[src/rtl/alert_status_ctrl.sv]
module alert_status_ctrl #(
  parameter int              NUM_SRC   = 8,
  parameter int              ADDR_W    = 8,
  parameter logic [ADDR_W-1:0] STAT_ADDR = 8'h02,
  parameter int              FAIL_BIT  = 5
) (
  input  logic               clk,
  input  logic               rst,
  input  logic               sw_reset,
  input  logic [NUM_SRC-1:0] cond_i,
  input  logic               sensor_fail_i,
  input  logic [NUM_SRC-1:0] irq_en_i,
  input  logic               rd_strobe_i,
  input  logic [ADDR_W-1:0]  rd_addr_i,
  output logic [NUM_SRC-1:0] status_o,
  output logic               alert_pull_o,
  output logic               ovr_pull_o
);

  logic [NUM_SRC-1:0] stat_q;
  logic               rd_hit;

  assign rd_hit = rd_strobe_i && (rd_addr_i == STAT_ADDR);

  for (genvar i = 0; i < NUM_SRC; i++) begin : g_bit
    if (i == FAIL_BIT) begin : g_fail
      always_ff @(posedge clk) begin
        if (rst || sw_reset) stat_q[i] <= 1'b0;
        else if (sensor_fail_i) stat_q[i] <= 1'b1;
      end
    end else begin : g_norm
      always_ff @(posedge clk) begin
        if (rst || sw_reset) stat_q[i] <= 1'b0;
        else if (cond_i[i]) stat_q[i] <= 1'b1;
        else if (rd_hit) stat_q[i] <= 1'b0;
      end
    end
  end

  assign status_o     = stat_q;
  assign alert_pull_o = |(stat_q & irq_en_i);
  assign ovr_pull_o   = stat_q[FAIL_BIT] & irq_en_i[FAIL_BIT];

endmodule

[config.mk]
export PLATFORM = sky130hd
export DESIGN_NAME = alert_status_ctrl
export DESIGN_NICKNAME = d
export VERILOG_FILES = /design/src/rtl/alert_status_ctrl.sv
export SDC_FILE = /design/constraint.sdc
export NUM_CORES = 1
export LEC_CHECK = 0
export BUFFER_PORTS_ARGS = -buffer_cell sky130_fd_sc_hd__buf_4
export CAP_MARGIN = 10
export CORE_AREA = 2 2 39 41
export DETAILED_ROUTE_END_ITERATION = 10
export DIE_AREA = 0 0 41 43
export PLACE_DENSITY = 0.66
export SKIP_CTS_REPAIR_TIMING = 1
export SLEW_MARGIN = 0
export SYNTH_ARGS = -nofsm -noshare
export SYNTH_HDL_FRONTEND = slang
export SYNTH_SLANG_ARGS = --single-unit
[constraint.sdc]
create_clock -name clk -period 0.9 [get_ports clk]
set_input_delay 0.09 -clock clk [delete_from_list [all_inputs] [get_ports clk]]
set_output_delay 0.09 -clock clk [all_outputs]
set_load 0.005 [all_outputs]
# Word level (Yosys, flattened, before mapping)
# Index checks and enable logic that the tools add are counted.
[totals] register_bits=8 latch_bits=0 mem_bits_rw=0 rom_bits=0 input_bits=29 out_inout_bits=10 elab_cells=29 mem_count=0
[op_classes] n_addsub=0 multipliers=0 div_mod_pow=0 magnitude_cmp=0 n_eq_ne=1 shift=0 muxes=8 bitwise=2 reduce_logical=10
[op_table] op="2-bit nonzero test" n=7
[op_table] op="8-bit bitwise AND" n=1
[op_table] op="8-bit by 2-bit == test with 1-bit output, second input constant" n=1
[op_table] op="1-bit 2-to-1 mux" n=8
[op_table] op="8-bit OR reduction" n=1
[op_table] op="1-bit bitwise AND" n=1
[op_table] op="1-bit logical AND" n=1
[op_table] op="1-bit logical OR" n=1

# Longest topological paths before layout
[logic_depth] word_depth=4 depth_mapped=4 mapped_depth_nobuf=3

# Least setup slack after synthesis
# No wires, ideal clock.
[synth_timing] path_type="reg2out" start="register stat_q[2] (netlist: status_o[2])" end="output alert_pull_o" arrival_time_ns=0.809 required_time_ns=0.810 setup_slack_ns=0.001 stages_incl_launch_ff=4 path_buffers=0 path_cell_list="dfxtp_1 -> a22o_1 -> a221oi_1 -> nand3_1"
[synth_via] elab_chain_cells=2
[synth_rtl] item="from (decl)" line="20" text="logic [NUM_SRC-1:0] stat_q;"
[synth_rtl] item="from (signal, indexed assignment)" line="33" text="if (rst || sw_reset) stat_q[i] <= 1'b0;"
[synth_rtl] item="from (signal, indexed assignment)" line="34" text="else if (cond_i[i]) stat_q[i] <= 1'b1;"
[synth_rtl] item="from (signal, indexed assignment)" line="35" text="else if (rd_hit) stat_q[i] <= 1'b0;"
[synth_rtl] item="8-bit bitwise AND" line="41" text="assign alert_pull_o = |(stat_q & irq_en_i);"
[synth_rtl] item="8-bit OR reduction" line="41"
[synth_rtl] item="to (decl)" line="16" text="output logic alert_pull_o,"
# Every way passes these cells.

# Worst setup path after layout
# Same ends and word-level chain as after synthesis.

==> run summary <==
DRT Pass-1 Iters = 4
Residual DRC = 0
Die X = 41 um
DR vias/cell = 4.62
Die Area = 1760 sq um
met1 Track Usage GR = 14.9%
ys flop type = dfxtp_1
chip height = 43 um
crit path max fanout = 2
worst setup margin = -0.377 ns
ys async rst share = 0%
Worst EP required = 0.81 ns
Pwr Density = 1150 nW/um^2
GPL Wtd Cong = 0.692
cell count after synthesis = 41
proportion of netlist area held by the largest area contributor = 46.9%
Final Critical Period = 1.28 ns
Slowest-stage cell, CP = dfxtp_1
Tightest Pin Transition = 0.240 ns
Tot GR Track Use = 13.8%
CTS Buf Count = 3
number of synthesized register bits = 8
Post-synth EDFFs = 0
Synth warnings = 0
first-pass GRT wire length = 1660 um
fin area = 744 sq um
Post-Syn Area = 342 sq um
Syn Nets = 70
commonest cells in the netlist = a21oi_1, dfxtp_1, nor2_1, o21ai_0
violated checks = negative setup slack
drt total wl = 1070 um
Area contributors post-synth = dfxtp_1, a21oi_1, o21ai_0
CTS max path bufs = 2
IO Pins = 39
CTS tree = yes
met2 Resource Use GR = 21.6%
DRT antenna net count = 0
1st-iter DRT viols = 8
initial antenna violation count = 0
RSZ-0062 raised after global routing = true
hold slack = 0.0343 ns
critical path class = register to output pin
row cnt = 14
post-synth top area cell = dfxtp_1
critical path, cell by cell = a22o_1 > a221oi_2 > nand3_1 > buf_4
Setup crit end kind = output pin
busiest grt layer = met2
Slew headroom = 84.0%
Placed Area = 687 sq um
clock slew at reported path FFs = 0.05 ns
Fin. Hold Viols = 0
# Max-Cap Violations = 0
H-Tree Depth = 1
number of fill cells = 134
Worst Skew = 0 ns
status = finished with violations
total grt overflow = 0
ratio of cells with drive above 1 in the final layout = 60.9%
vias = 476
FMAX = 783 MHz
syn avg cell area = 8.33 sq um
Final Setup Violations = 2
max reg flops = 8
type of the worst min-delay path = primary input to register
Initial Util = 24.7%
Total Nets Final = 118
met3 Use GR = 4.71%
Leakage = 0.369 nW
Synth cell types = 14
VDD IR max = 577 uV
# diodes = 0
sinks on the clock net = 8
Final period util = 142%
routed len/inst = 10.3 um
area delta synth->final = 118%
Critical Path AT = 1.19 ns
largest net degree at the start of global routing = 9
CTS root buffer = clkbuf_4
Port Buffers = 37
vias in the first global route = 469
CP peak stage delay = 0.31 ns
max-slew violations = 0
startpoint class of the critical path = register
core footprint = 1380 sq um
Seq/Total Area, Yosys = 46.9%
Worst-Skew Late Latency = 0.24 ns
power breakdown:
| group | leakage, nW | internal, mW | switching (mW) |
|---|---|---|---|
| combinational | 0.288 | 0.147 | 0.0619 |
| sequential | 0.0670 | 0.374 | 0.0117 |
| clock | 0.0138 | 0.152 | 0.110 |
| total | 0.369 | 0.673 | 0.184 |
final timing paths:
kind | slack, ns | to | cells after the start | start
setup / recovery | -0.38 | alert_pull_o | 4 | status_o[2]
hold / removal | 0.03 | status_o[5] | 2 | sensor_fail_i
setup reg to reg | 0.14 | status_o[2] | 3 | status_o[2]
hold reg to reg | 0.54 | status_o[5] | 2 | status_o[5]
area by class of cell:
cell class                      instances  area, sq um  share of cell area (%)
Sequential cell                         8          164                    22.0
Tap cell                               16         20.0                    2.69
Timing Repair Buffer                   44          353                    47.4
Clock buffer                            3         22.5                    3.03
Multi-Input combinational cell         32          185                    24.9
layer usage:
layer | wire (um) | part of all wire, % | up-vias
met3 | 131 | 12 | 0
met1 | 429 | 40 | 210
met2 | 505 | 47 | 23
li1 | - | - | 243
met5 | 0 | 0 | -
met4 | 0 | 0 | 0
layout by cell type (no fill, tap or decap), drive strengths merged, types with 3 or more instances in the layout:
cell,synthesis,routed
o21ai,7,7
dfxtp,8,8
a21oi,8,8
buf,0,44
clkbuf,1,3
nor2,8,8
critical path: cells and delay by family (launching register included):
kind                   cells  cell delay [ns]
AND/OR/NAND/NOR            1             0.10
AO/OA/AOI/OAI              2             0.39
flip-flops                 1             0.31
buffers and inverters      1             0.14
logic make-up after synthesis:
logic type | count (synthesis) | share of synthesized area [%]
buffers and inverters | 1 | 1.46
AND/OR/NAND/NOR | 13 | 20.1
flip-flops | 8 | 46.9
AO/OA/AOI/OAI | 19 | 31.5
metrics by stage:
stage | std cells | worst slack, ns | total power [mW] | setup TNS [ns] | utilization, %
floorplan | 41 | 0.00115 | 0.432 | 0 | -
global placement | 100 | -0.160 | 0.583 | -0.777 | 49.6
detailed placement | 100 | -0.183 | 0.586 | -0.860 | 49.6
CTS | 103 | -0.464 | 0.854 | -0.505 | 51.3
global route | 103 | -0.473 | 0.898 | -0.533 | 53.8
finish | 103 | -0.377 | 0.857 | -0.379 | 53.8
(Power assumes the default switching activity.)
